### src/rtl/alu_slice_pkg.sv
package alu_slice_pkg;

  typedef logic [3:0] tt_t;  // truth table indexed by {a,b}

  localparam tt_t TT_ZERO = 4'b0000;
  localparam tt_t TT_ONE  = 4'b1111;
  localparam tt_t TT_A    = 4'b1100;
  localparam tt_t TT_B    = 4'b1010;
  localparam tt_t TT_NA   = 4'b0011;
  localparam tt_t TT_NB   = 4'b0101;
  localparam tt_t TT_AND  = 4'b1000;
  localparam tt_t TT_OR   = 4'b1110;
  localparam tt_t TT_XOR  = 4'b0110;
  localparam tt_t TT_XNOR = 4'b1001;
  localparam tt_t TT_NOR  = 4'b0001;
  localparam tt_t TT_NAND = 4'b0111;
  localparam tt_t TT_ANB  = 4'b0100;
  localparam tt_t TT_NAB  = 4'b0010;
  localparam tt_t TT_AONB = 4'b1101;

  typedef enum logic {MODE_ARITH = 1'b0, MODE_LOGIC = 1'b1} mode_e;

  function automatic tt_t logic_tt(input logic [3:0] sel);
    case (sel)
      4'h0:    return TT_A;
      4'h1:    return TT_OR;
      4'h2:    return TT_AND;
      4'h3:    return TT_ONE;
      4'h4:    return TT_NA;
      4'h5:    return TT_NOR;
      4'h6:    return TT_NAND;
      4'h7:    return TT_XOR;
      4'h8:    return TT_B;
      4'h9:    return TT_NB;
      4'hA:    return TT_XNOR;
      4'hB:    return TT_ANB;
      4'hC:    return TT_ZERO;
      4'hD:    return TT_NAB;
      4'hE:    return TT_AONB;
      default: return TT_A;
    endcase
  endfunction

  function automatic tt_t addend_x_tt(input logic [3:0] sel);
    case (sel)
      4'h0, 4'h1, 4'h2, 4'h3, 4'h4, 4'h5, 4'hF: return TT_A;
      4'h6, 4'h7:                               return TT_OR;
      4'h8:                                     return TT_AND;
      4'h9, 4'hA, 4'hB:                         return TT_B;
      4'hD:                                     return TT_XOR;
      4'hE:                                     return TT_ANB;
      default:                                  return TT_ZERO;
    endcase
  endfunction

  function automatic tt_t addend_y_tt(input logic [3:0] sel);
    case (sel)
      4'h1:                   return TT_B;
      4'h2:                   return TT_NB;
      4'h3:                   return TT_A;
      4'h4:                   return TT_AND;
      4'h5, 4'h7:             return TT_ANB;
      4'hA:                   return TT_B;
      4'hB:                   return TT_NA;
      4'h8, 4'hC, 4'hE, 4'hF: return TT_ONE;
      default:                return TT_ZERO;
    endcase
  endfunction

endpackage

### src/rtl/alu_operand_gen.sv
module alu_operand_gen
  import alu_slice_pkg::*;
#(
  parameter int WIDTH = 4
) (
  input  logic [WIDTH-1:0] a_i,
  input  logic [WIDTH-1:0] b_i,
  input  logic [3:0]       sel_i,
  output logic [WIDTH-1:0] x_o,
  output logic [WIDTH-1:0] y_o
);
  tt_t x_tt, y_tt;

  always_comb begin
    x_tt = addend_x_tt(sel_i);
    y_tt = addend_y_tt(sel_i);
  end

  for (genvar k = 0; k < WIDTH; k++) begin : g_bit
    assign x_o[k] = x_tt[{a_i[k], b_i[k]}];
    assign y_o[k] = y_tt[{a_i[k], b_i[k]}];
  end
endmodule

### src/rtl/alu_logic_unit.sv
module alu_logic_unit
  import alu_slice_pkg::*;
#(
  parameter int WIDTH = 4
) (
  input  logic [WIDTH-1:0] a_i,
  input  logic [WIDTH-1:0] b_i,
  input  logic [3:0]       sel_i,
  output logic [WIDTH-1:0] f_o
);
  tt_t fn_tt;

  always_comb fn_tt = logic_tt(sel_i);

  for (genvar k = 0; k < WIDTH; k++) begin : g_bit
    assign f_o[k] = fn_tt[{a_i[k], b_i[k]}];
  end
endmodule

### src/rtl/alu_carry_tree.sv
module alu_carry_tree #(
  parameter int WIDTH = 4
) (
  input  logic [WIDTH-1:0] x_i,
  input  logic [WIDTH-1:0] y_i,
  input  logic             cin_i,
  output logic [WIDTH-1:0] sum_o,
  output logic             cout_o,
  output logic             pg_o,
  output logic             gg_o
);
  logic [WIDTH-1:0] prop, gen;
  logic [WIDTH:0]   carry;
  logic [WIDTH:0]   gacc;

  assign prop     = x_i ^ y_i;
  assign gen      = x_i & y_i;
  assign carry[0] = cin_i;
  assign gacc[0]  = 1'b0;

  for (genvar k = 0; k < WIDTH; k++) begin : g_stage
    // ripple path feeds sum and carry-out
    assign carry[k+1] = gen[k] | (prop[k] & carry[k]);
    assign sum_o[k]   = prop[k] ^ carry[k];
    // carry-free generate chain for the group term
    assign gacc[k+1]  = gen[k] | (prop[k] & gacc[k]);
  end

  assign cout_o = carry[WIDTH];
  assign pg_o   = &prop;
  assign gg_o   = gacc[WIDTH];
endmodule

### src/rtl/alu4_slice.sv
module alu4_slice
  import alu_slice_pkg::*;
#(
  parameter int WIDTH = 4
) (
  input  logic             clk_i,
  input  logic             rst_ni,
  input  logic [WIDTH-1:0] a_i,
  input  logic [WIDTH-1:0] b_i,
  input  logic [3:0]       s_i,
  input  logic             m_i,
  input  logic             cn_i,
  output logic [WIDTH-1:0] f_o,
  output logic             cout_o,
  output logic             pg_o,
  output logic             gg_o
);
  localparam logic [WIDTH-1:0] ONES = {WIDTH{1'b1}};

  logic [WIDTH-1:0] x, y, sum, lres;
  logic             c_out, p_grp, g_grp;
  logic [WIDTH-1:0] f_d;
  logic             cout_d, pg_d, gg_d;
  mode_e            mode;

  assign mode = mode_e'(m_i);

  alu_operand_gen #(.WIDTH(WIDTH)) u_opgen (
    .a_i(a_i), .b_i(b_i), .sel_i(s_i), .x_o(x), .y_o(y)
  );

  alu_logic_unit #(.WIDTH(WIDTH)) u_logic (
    .a_i(a_i), .b_i(b_i), .sel_i(s_i), .f_o(lres)
  );

  alu_carry_tree #(.WIDTH(WIDTH)) u_carry (
    .x_i(x), .y_i(y), .cin_i(cn_i),
    .sum_o(sum), .cout_o(c_out), .pg_o(p_grp), .gg_o(g_grp)
  );

  always_comb begin
    if (mode == MODE_LOGIC) begin
      f_d    = lres;
      cout_d = 1'b0;
      pg_d   = 1'b0;
      gg_d   = 1'b0;
    end else begin
      f_d    = sum;
      cout_d = c_out;
      pg_d   = p_grp;
      gg_d   = g_grp;
    end
  end

  always_ff @(posedge clk_i or negedge rst_ni) begin
    if (!rst_ni) begin
      f_o    <= '0;
      cout_o <= 1'b0;
      pg_o   <= 1'b0;
      gg_o   <= 1'b0;
    end else begin
      f_o    <= f_d;
      cout_o <= cout_d;
      pg_o   <= pg_d;
      gg_o   <= gg_d;
    end
  end

  AST_LOGIC_FLAGS_LOW: assert property (@(posedge clk_i) disable iff (!rst_ni)
    m_i |=> (!cout_o && !pg_o && !gg_o));
  AST_COUT_FROM_GROUP: assert property (@(posedge clk_i) disable iff (!rst_ni)
    !m_i |=> (cout_o == (gg_o | (pg_o & $past(cn_i)))));
  AST_PG_EXCLUDES_GG: assert property (@(posedge clk_i) disable iff (!rst_ni)
    !(pg_o && gg_o));
  AST_LOGIC_ONES: assert property (@(posedge clk_i) disable iff (!rst_ni)
    (m_i && s_i == 4'b0011) |=> (f_o == ONES));
  AST_LOGIC_ZEROS: assert property (@(posedge clk_i) disable iff (!rst_ni)
    (m_i && s_i == 4'b1100) |=> (f_o == '0));
  AST_PASS_A: assert property (@(posedge clk_i) disable iff (!rst_ni)
    (s_i == 4'b0000 && (m_i || !cn_i)) |=> (f_o == $past(a_i)));
endmodule

### config.mk
export PLATFORM = sky130hd
export DESIGN_NAME = alu4_slice
export DESIGN_NICKNAME = d
export VERILOG_FILES = /design/src/rtl/alu_slice_pkg.sv /design/src/rtl/alu_operand_gen.sv /design/src/rtl/alu_logic_unit.sv /design/src/rtl/alu_carry_tree.sv /design/src/rtl/alu4_slice.sv
export SDC_FILE = /design/constraint.sdc
export NUM_CORES = 1
export LEC_CHECK = 0
export ABC_AREA = 1
export BUFFER_PORTS_ARGS = -buffer_cell sky130_fd_sc_hd__clkbuf_2
export CORE_MARGIN = 4
export CORE_UTILIZATION = 50
export CTS_CLUSTER_DIAMETER = 60
export DETAILED_ROUTE_END_ITERATION = 6
export PLACE_DENSITY_LB_ADDON = 0.2
export SYNTH_ARGS = -nofsm -noshare
export SYNTH_HDL_FRONTEND = slang
export SYNTH_SLANG_ARGS = --single-unit
### constraint.sdc
create_clock -name clk_i -period 0.8 [get_ports clk_i]
set_input_delay 0.24 -clock clk_i [delete_from_list [all_inputs] [get_ports clk_i]]
set_output_delay 0.24 -clock clk_i [all_outputs]
set_load 0.02 [all_outputs]
; ---- Word-level counts from Yosys, hierarchy flattened
; Memories as Yosys holds them, arrays and structs flattened.
; Index checks and enable logic that the tools add are counted.
[word_totals]
inputBits = 16
memories = 3
ff_bits = 7
word_cells = 60
output_inout_bits = 7
rom_bits = 176
[classes]
mux = 28
n_reduce_logical = 1
n_bitwise = 20
magnitude_cmp = 4
[memory_table]
columns = name, depth, word_bits, rd, rd_clocked_by_memory_dff, wr, line_no
row1 = (no name shown), 16, 4, 1, 0, 0, alu_slice_pkg.sv:24  ; case (sel)
row2 = (no name shown), 16, 4, 1, 0, 0, alu_slice_pkg.sv:57  ; case (sel)
row3 = (no name shown), 16, 3, 1, 0, 0, alu_slice_pkg.sv:45  ; case (sel)
[op_table]
columns = op, n
row1 = $bmux W1 S2, 12
row2 = $mux W1, 15
row3 = $lt A2 B3 Y1 const B, 4
row4 = $and A1 B1 Y1, 7
row5 = $or A1 B1 Y1, 7
row6 = $and A4 B4 Y4, 1
row7 = $mux W4, 1
row8 = $reduce_and A4 Y1, 1
row9 = $xor A1 B1 Y1, 4
row10 = $xor A4 B4 Y4, 1

; ---- Logic depth before layout (Yosys ltp)
; Gate-level depths: netlist of the first run.
; An unclocked memory read counts as a cell.
[depth]
depth_word = 13
ltp_mapped = 15

; ---- Hierarchy
; Synthesis of the first run repeated with hierarchy kept, for this count alone.
[unflattened]
cells_unflattened = 217
hier_area_um2 = 1305.0
[modules_own_cells]
columns = mod, area_per_inst_um2, n_inst, seq_area_each_um2, cells_each
row1 = alu_operand_gen, 452.9, 1, 0.0, 92
row2 = alu_logic_unit, 386.6, 1, 0.0, 70
row3 = alu4_slice, 257.7, 1, 175.2, 27
row4 = alu_carry_tree, 207.7, 1, 0.0, 28

; ---- Worst setup path before layout of the first run
; No wires, ideal clock.
[synth_path]
path_kind = input-to-reg
from = in s_i[1]
to = reg f_o[3]
n_path_buf = 0
arrival_ps = 2908
cell_stages = 14
path_slack_ps = -2221
cell_sequence = inv_1 ha_1 nand2_1 nand3_1 nand2_1 o21ai_0 a21oi_1 fa_1 fa_1 fa_1 fa_1 or2_2 nand2_1 inv_1
[synth_via]
elab_chain_len = 12
word_cells_on_any_way = 31
[synth_rtl]
columns = element, line_no
row1 = "start, declared", alu4_slice.sv:10  ; input logic [3:0] s_i,
row2 = $mem_v2 Z16 W3 or $mem_v2 Z16 W4 (tied branches), --
row3 = "$bmux W1 S2, on equally long branches", "alu_operand_gen.sv:20, alu_operand_gen.sv:21"
row4 = "$mux W1, on equally long branches", "alu_operand_gen.sv:20, alu_operand_gen.sv:21"
row5 = $xor A4 B4 Y4, alu_carry_tree.sv:16  ; assign prop = x_i ^ y_i;
row6 = $and A1 B1 Y1, alu_carry_tree.sv:23  ; assign carry[k+1] = gen[k] | (prop[k] & carry[k]);
row7 = $or A1 B1 Y1, alu_carry_tree.sv:23
row8 = $and A1 B1 Y1, alu_carry_tree.sv:23
row9 = $or A1 B1 Y1, alu_carry_tree.sv:23
row10 = $and A1 B1 Y1, alu_carry_tree.sv:23
row11 = $or A1 B1 Y1, alu_carry_tree.sv:23
row12 = $xor A1 B1 Y1, alu_carry_tree.sv:24  ; assign sum_o[k] = prop[k] ^ carry[k];
row13 = $mux W4 (*), alu4_slice.sv:42  ; if (mode == MODE_LOGIC) begin
row14 = net f_d[3], alu4_slice.sv:22  ; logic [WIDTH-1:0] f_d;
row15 = "end signal, assigned", alu4_slice.sv:57  ; f_o <= '0;
row16 = "end signal, assigned", alu4_slice.sv:62  ; f_o <= f_d;
row17 = "end, declared", alu4_slice.sv:13  ; output logic [WIDTH-1:0] f_o,
; The timed path passes the listed nets; every way through them passes the cells marked *. The select of a mux whose other input is x is not followed.

; ---- Worst setup path in the final report of the first run
[layout_path]
from = in s_i[0]
to = reg f_o[3]
; The elaborated chain is that of the path after synthesis.

==> results.json, run 1 <==
{
  "drt_first_iter_violations": 134,
  "crit_required_ns": 0.97,
  "place.gp.congestion": 0.867,
  "avgSynthCellArea_um2": 6.22,
  "synth_seq_cells": 7,
  "synthAdderAreaFrac_pct": 18.5,
  "layout_common_cells": "54 x buf_4, 44 x nand2_1, 25 x nand3_1",
  "endpoint_kind": "flip-flop",
  "synthXorXnorAreaFrac_pct": 0,
  "diodes": 0,
  "pwr_density_cell_mw_per_mm2": 1140,
  "yosys.area_share.simple_pct": 45.1,
  "critical_path.top_delay_family": "adder cells",
  "post-route-period-util_pct": 340,
  "cts_root_buf": "clkbuf_4",
  "antenna_found_initial": 0,
  "yosys-mux-area-fraction_pct": 0,
  "ir_drop_mv": 1.07,
  "fin_hold_ws_ns": 0.336,
  "grt_pass1_wl_um": 7820,
  "clockBufferDepth": 2,
  "numCtsBuffers": 3,
  "area_growth_pct": 81.1,
  "syn_area_mm2": 0.00118,
  "violations": "setup timing",
  "setup_ws_ns": -1.92,
  "crit_path_start": "s_i[0]",
  "rsz0062_at_grt": "yes",
  "overflow": 0,
  "synth-compound-area-share_pct": 10.0,
  "grt_usage_pct": 31.1,
  "cts_tree": "built",
  "setup_tns_ns": -10.70,
  "grt_max_degree": 10,
  "fp.dieH_um": 56.5,
  "worstSetupStartpointType": "primary input",
  "post-dp-hpwl_um": 3390,
  "post_drt_wl_per_cell_um": 18.1,
  "synth_nets": 220,
  "crit_path_frequent_cell": "fa_2",
  "die_w_um": 56.5,
  "slowest_stage": "fa_2",
  "p_leak_nw": 1.12,
  "synth.yosys.warnings": 0,
  "setup_viol": 14,
  "dr.pass1.iters": 6,
  "portBuffers": 22,
  "drive_above_1_share_pct": 52.0,
  "min_path_type": "in2async",
  "worstMarginPinSlew_ns": 0.416,
  "drc": 0,
  "wl_um": 5460,
  "path_clk_slew_ns": 0.06,
  "yosysSeqAreaShare_pct": 14.9,
  "synth_cell_types": 23,
  "critPathMaxStageDelay_ns": 0.42,
  "drv_slew": 0,
  "initial_core_util_pct": 52.7,
  "criticalPathCategory": "in2reg",
  "worst_slew_margin_rel_pct": 72.2,
  "nets": 305,
  "fmax_ghz": 0.368,
  "dieArea_mm2": 0.00319,
  "worstPathArrival_ns": 2.88,
  "fp-row-count": 17,
  "synthCells": 189,
  "finalCriticalPeriod_ns": 2.72,
  "maxCapViolations": 0,
  "clock-sinks": 7,
  "p_total_mw": 2.42,
  "synth_top_family_by_area": "simple AND/OR/NAND/NOR gates",
  "final_common_cell": "buf_4",
  "coreArea_mm2": 0.00223,
  "hold_viol_final": 0,
  "crit_buf_inv": 3,
  "dr_total_vias": 1798,
  "crit_chain": "clkbuf_16 -> inv_12 -> ha_4 -> nand2_2 -> nand3_2 -> nand2_2 -> o21ai_2 -> a21oi_2 -> fa_2 -> fa_2 -> fa_2 -> fa_2 -> or2_4 -> nand2_2 -> inv_2",
  "ant_nets": 0,
  "htreeDepth": 1,
  "outcome": "finished with violations",
  "top_level_ports": 23,
  "worstPathMaxFanout": 7,
  "via_per_inst": 5.97,
  "grt_pass1_vias": 1745
}
## sequential cells by signal, summed over array words and instances, names as in the netlist
| register | flops |
|---|---|
| cout_o | 1 |
| f_o | 4 |
| gg_o | 1 |
| pg_o | 1 |
## cells in the mapped netlist
cell type	instances	area share, %
nand2_2	4	2.1
nand3_1	30	13
nand3_2	2	1.7
fa_1	4	6.8
o21ai_1	3	1.3
dfrtp_1	7	15
nand2_1	55	18
nand2_4	1	0.96
o211ai_1	4	2.6
o21a_2	1	0.74
o21ai_2	1	0.74
a21oi_1	3	1.3
clkbuf_1	1	0.32
nor2_4	1	0.96
buf_6	2	1.9
ha_1	11	12
inv_2	2	0.64
inv_1	27	8.6
nor2_1	13	4.1
nand3b_1	1	0.64
nand4_1	5	2.7
or2_2	3	1.6
o21ai_0	8	3.4
## kinds of logic (layout without fill, tap and decap cells)
logic type	after synthesis	in the layout
and+or+nand+nor	115	115
AOI/OAI and AO/OA	20	20
buffers and inverters	32	116
adders and majority gates	15	15
DFF	7	7
## report_power, final
group | leakage [nW] | internal, mW | total (mW) | switching, mW
Clock | 0.0150 | 0.193 | 0.356 | 0.163
Combinational | 1.02 | 0.790 | 1.62 | 0.833
Sequential | 0.0868 | 0.413 | 0.441 | 0.0288
Total | 1.12 | 1.40 | 2.42 | 1.03
## layout make-up
| cell class | instances | area, um2 |
|---|---|---|
| clock buffers | 4 | 26.3 |
| fillers | 58 | 104 |
| inverters | 29 | 129 |
| multi-input cells | 150 | 1050 |
| flip-flops and latches | 7 | 175 |
| well taps | 28 | 35.0 |
| repair buffers | 83 | 716 |
## per-layer routing
| metal | track usage, % | vias up | wire length (um) |
|---|---|---|---|
| li1 | - | 776 | - |
| met1 | 32.2 | 808 | 1890 |
| met2 | 56.9 | 157 | 2670 |
| met3 | 5.98 | 57 | 471 |
| met4 | 18.0 | 0 | 422 |
| met5 | 0 | - | 0 |
## per-stage QoR
stage | setup WS, ns | instance area (um2) | std cells | util, %
global placement | -2.29 | 1800 | 289 | 80.7
finish | -1.92 | 2130 | 301 | 95.4
CTS | -1.87 | 2020 | 297 | 90.5
global route | -1.97 | 2130 | 301 | 95.4
detailed placement | -2.34 | 1800 | 289 | 80.7
floorplan | -1.92 | 1270 | 189 | -
## worst paths after layout
path	endpoint	slack, ns	cells past startpoint
max in group asynchronous	f_o[3]$_DFF_PN0_	0.29	2
min in group clk_i	f_o[1]$_DFF_PN0_	0.34	3
hold / removal	f_o[1]$_DFF_PN0_	0.34	2
setup / recovery	f_o[3]$_DFF_PN0_	-1.92	15
## repair_timing
action                     in CTS  in global routing
pin swaps                       4                  8
setup endpoints to repair      14                 14
hold endpoints to repair        7                  0
gates resized for setup        35                 34
hold buffers                    1                  0
setup buffers                   3                  4
Note: power is estimated with default switching activity, not from simulation.
==> run 2: changes to the inputs <==
Settings changed: SKIP_CTS_REPAIR_TIMING set to 1.
Clock period 0.8 ns to 2.9 ns, I/O delays scaled along.
==> run 2 against run 1 <==
The run still ends with setup timing left. Global-route usage shrank 6.3 points. Sequential share of layout area grew 1.7 points. Die area is the same. Via count shrank 17%. Highest routed layer unchanged.
==> results.json, run 2 (synthesis results as in run 1) <==
{
  "p_total_uw": 544,
  "top_level_ports": 23,
  "seq_area_um2": 175,
  "criticalPathCategory": "in2reg",
  "crit_required_ns": 3.05,
  "pwr_density_cell_mw_per_mm2": 307,
  "initial_core_util_pct": 52.7,
  "cts_root_buf": "clkbuf_4",
  "worst_slew_margin_rel_pct": 69.8,
  "clock_power_share_pct": 16.5,
  "use_met3_pct": 4.14,
  "maxCapViolations": 0,
  "drv_slew": 0,
  "drc": 0,
  "area_growth_pct": 50.3,
  "endpoint_kind": "flip-flop",
  "finalCriticalPeriod_ns": 3.34,
  "via_per_inst": 5.37,
  "dr_total_vias": 1492,
  "pwr-share-comb_pct": 61.9,
  "htreeDepth": 1,
  "setup_viol": 3,
  "worstPathMaxFanout": 8,
  "fmax_ghz": 0.300,
  "post-route-period-util_pct": 115,
  "p_leak_nw": 0.965,
  "drt_first_iter_violations": 70,
  "grtUsageMet2_pct": 43.2,
  "final_area_mm2": 0.00177,
  "numCtsBuffers": 3,
  "post-dp-hpwl_um": 3270,
  "setup_ws_ns": -0.438,
  "regMostFlops": "f_o",
  "switching_share_pct": 41.9,
  "wl_um": 3800,
  "hold_viol_final": 0,
  "placed_cell_area_mm2": 0.00170,
  "place.gp.congestion": 0.953,
  "final_common_cell": "nand2_1",
  "grt_pass1_vias": 1473,
  "diodes": 0,
  "outcome": "finished with violations",
  "grt_pass1_wl_um": 6340,
  "path_clk_slew_ns": 0.05,
  "largest_reg_flops": 4,
  "fp.dieH_um": 56.5,
  "clockBufferDepth": 2,
  "rsz0062_at_grt": "yes",
  "overflow": 0,
  "post-route-util_pct": 79.2,
  "power_frac_seq_pct": 21.7,
  "portBuffers": 22,
  "busiest_layer": "met2",
  "worstPathArrival_ns": 3.49,
  "ant_nets": 0,
  "layout_common_cells": "51 x nand2_1, 36 x buf_4, 28 x nand3_1",
  "grt_usage_pct": 24.7,
  "fp-row-count": 17,
  "multi_input_area_um2": 955,
  "drive_above_1_share_pct": 39.6,
  "dr.pass1.iters": 4,
  "coreArea_mm2": 0.00223,
  "p_int_uw": 316,
  "fill_cells": 162,
  "cts_tree": "built",
  "antenna_found_initial": 0,
  "dieArea_mm2": 0.00319,
  "clock-sinks": 7,
  "worstSetupStartpointType": "primary input",
  "violations": "setup timing",
  "use_met1_pct": 29.2,
  "min_path_type": "in2async",
  "post_drt_wl_per_cell_um": 13.7,
  "ir_drop_mv": 0.267,
  "p_sw_uw": 228,
  "pre_cts_ws_ns": -0.967,
  "worstMarginPinSlew_ns": 0.448,
  "die_w_um": 56.5,
  "grt_max_degree": 13,
  "nets": 282
}
[run 2: cell types whose count changed in the layout (fill, tap and decap cells not counted), sizes merged]
cell and delta:
buf -28, clkbuf +6, dlygate4sd3 -1
[run 2: layout make-up]
class                           count  area share [%]
Clock buffer                        4            1.49
Tap cell                           28            1.98
Sequential cell                     7            9.91
Timing Repair Buffer               60            25.3
Multi-Input combinational cell    150            54.0
Inverter                           29            7.29
[run 2: metrics by stage]
stage / setup TNS [ns] / instances / hold slack [ns]
3_5_place_dp: -2.56 / 274 / 0.710
6_report: -0.673 / 278 / 0.435
3_3_place_gp: -1.90 / 274 / 0.704
5_1_grt: -0.883 / 278 / 0.448
2_1_floorplan: -0.641 / 189 / 0.574
4_1_cts: -1.37 / 278 / 0.441
[run 2: per-layer routing]
layer  up-vias  part of all wire (%)  wire length [um]
met1       666                    40              1510
met4         0                   2.6                97
met5         -                     0                 0
li1        735                     -                 -
met2        76                    50              1910
met3        15                   7.6               287
[run 2: worst max-delay path, stage by stage]
cell     delay, ns
buf_12        0.12
inv_12        0.04
ha_4          0.16
nor2_2        0.07
nand2_1       0.08
nand3_2       0.07
nand2_2       0.06
o21ai_2       0.14
a21oi_2       0.09
fa_2          0.34
fa_2          0.34
fa_2          0.35
fa_2          0.40
or2_4         0.24
nand2_2       0.08
inv_2         0.03
[run 2: worst paths after layout]
path	start	endpoint	slack, ns	cells after the start
max in group asynchronous	rst_ni	pg_o$_DFF_PN0_	2.30	1
worst min-delay path	rst_ni	cout_o$_DFF_PN0_	0.44	1
min in group clk_i	m_i	cout_o$_DFF_PN0_	0.94	2
worst max-delay path	s_i[0]	f_o[3]$_DFF_PN0_	-0.44	16
[run 2: power by group through the flow]
stage	combinational (mW)	sequential, mW	clock, mW
final	0.336	0.118	0.0895
after global placement	0.303	0.119	0
after detailed placement	0.320	0.120	0
after global routing	0.369	0.119	0.0959
after CTS	0.321	0.118	0.0900
after floorplan	0.158	0.141	0
==> run 3: changes to the inputs <==
Settings changed: CORE_UTILIZATION 50 to 40.
==> run 3 against run 2 <==
The run still ends with setup timing left. Non-clock buffer count up 4. Die area up 21%. Critical path depth down 1. Largest power group unchanged. Via count down 3.2%. Wire length down 6.4%. First-iteration DRC count up 33%. Hold slack better by 0.012 ns. Fmax up 1.0%.
==> results.json, run 3 (synthesis results as in run 1) <==
{
  "outcome": "finished with violations",
  "violations": "setup timing",
  "critPathMaxStageDelay_ns": 0.41,
  "endpoint_kind": "flip-flop",
  "clockBufferDepth": 2,
  "grt_pass1_vias": 1402,
  "drive_above_1_share_pct": 41.7,
  "post-dp-hpwl_um": 2970,
  "pwr_density_cell_mw_per_mm2": 300,
  "dieArea_mm2": 0.00387,
  "worstMarginPinSlew_ns": 0.390,
  "initial_core_util_pct": 42.3,
  "antenna_found_initial": 0,
  "grt_pass1_wl_um": 6090,
  "portBuffers": 22,
  "top_level_ports": 23,
  "diodes": 0,
  "worstPathArrival_ns": 3.45,
  "wl_um": 3560,
  "dr_total_vias": 1444,
  "maxCapViolations": 0,
  "grt_usage_pct": 18.8,
  "fp.dieH_um": 62.2,
  "via_per_inst": 5.07,
  "path_clk_slew_ns": 0.05,
  "final_area_mm2": 0.00181,
  "cts_root_buf": "clkbuf_4",
  "post-route-period-util_pct": 114,
  "hold_viol_final": 0,
  "dr.pass1.iters": 4,
  "crit_required_ns": 3.05,
  "clock-sinks": 7,
  "ir_drop_mv": 0.413,
  "slowest_stage": "fa_2",
  "setup_ws_ns": -0.404,
  "ant_nets": 0,
  "fp-row-count": 19,
  "setup_tns_ns": -0.559,
  "rsz0062_at_grt": "yes",
  "drc": 0,
  "fmax_ghz": 0.303,
  "regMostFlops": "f_o",
  "fin_hold_ws_ns": 0.448,
  "htreeDepth": 1,
  "die_w_um": 62.2,
  "cts_tree": "built",
  "worstSetupStartpointType": "primary input",
  "crit_path_frequent_cell": "fa_2",
  "criticalPathCategory": "in2reg",
  "overflow": 0,
  "post_drt_wl_per_cell_um": 12.5,
  "crit_chain": "buf_12 -> inv_12 -> ha_4 -> nand2_4 -> nand3_2 -> nand2_2 -> o21ai_2 -> a21oi_2 -> fa_2 -> fa_2 -> fa_2 -> fa_2 -> or2_4 -> nand2_2 -> inv_2",
  "coreArea_mm2": 0.00278,
  "p_leak_nw": 0.990,
  "worst_slew_margin_rel_pct": 73.7,
  "nets": 286,
  "p_total_uw": 543,
  "grt_max_degree": 13,
  "min_path_type": "in2async",
  "layout_common_cells": "50 x nand2_1, 40 x buf_4, 28 x nand3_1",
  "drv_slew": 0,
  "worstPathMaxFanout": 6,
  "crit_buf_inv": 3,
  "largest_reg_flops": 4,
  "post-route-util_pct": 65.2,
  "placed_cell_area_mm2": 0.00172,
  "numCtsBuffers": 3,
  "final_common_cell": "nand2_1",
  "drt_first_iter_violations": 93,
  "finalCriticalPeriod_ns": 3.30,
  "critical_path.top_delay_family": "adder cells",
  "area_growth_pct": 54.1,
  "setup_viol": 3,
  "place.gp.congestion": 0.995
}
## run 3: cell types whose count changed in the layout (fill, tap and decap cells not counted), sizes merged
| cell | before | now |
|---|---|---|
| buf | 40 | 44 |
## run 3: area by class of cell
type	instances	area (um2)
Sequential cell	7	175
Clock buffer	4	26.3
Inverter	29	126
Timing Repair Buffer	64	480
Fill cell	247	968
Multi-Input combinational cell	150	966
Tap cell	31	38.8
## run 3: path summary, 6_finish.rpt
kind	endpoint	slack [ns]	cells after the start	start
max in group asynchronous	f_o[2]$_DFF_PN0_	2.28	1	rst_ni
min	f_o[0]$_DFF_PN0_	0.45	1	rst_ni
max	f_o[3]$_DFF_PN0_	-0.40	15	s_i[0]
min in group clk_i	cout_o$_DFF_PN0_	0.95	2	m_i
## run 3: where the power goes
group          internal [mW]  switching (mW)  total, mW
Combinational          0.156           0.182      0.338
Sequential             0.114         0.00376      0.117
Clock                 0.0524          0.0351     0.0876
## run 3: per-stage QoR
stage,setup slack (ns),instances
final,-0.404,285
after global routing,-0.508,285
after floorplan,-0.455,189
after detailed placement,-0.900,279
after global placement,-0.822,279
after CTS,-0.630,283
## run 3: per-layer routing
metal  GRT usage [%]  up-vias  wire, um
met2            31.0       46      1720
met4            4.61        0        36
met3            2.88        4       224
met5               0        -         0
li1                -      745         -
met1            25.4      649      1580
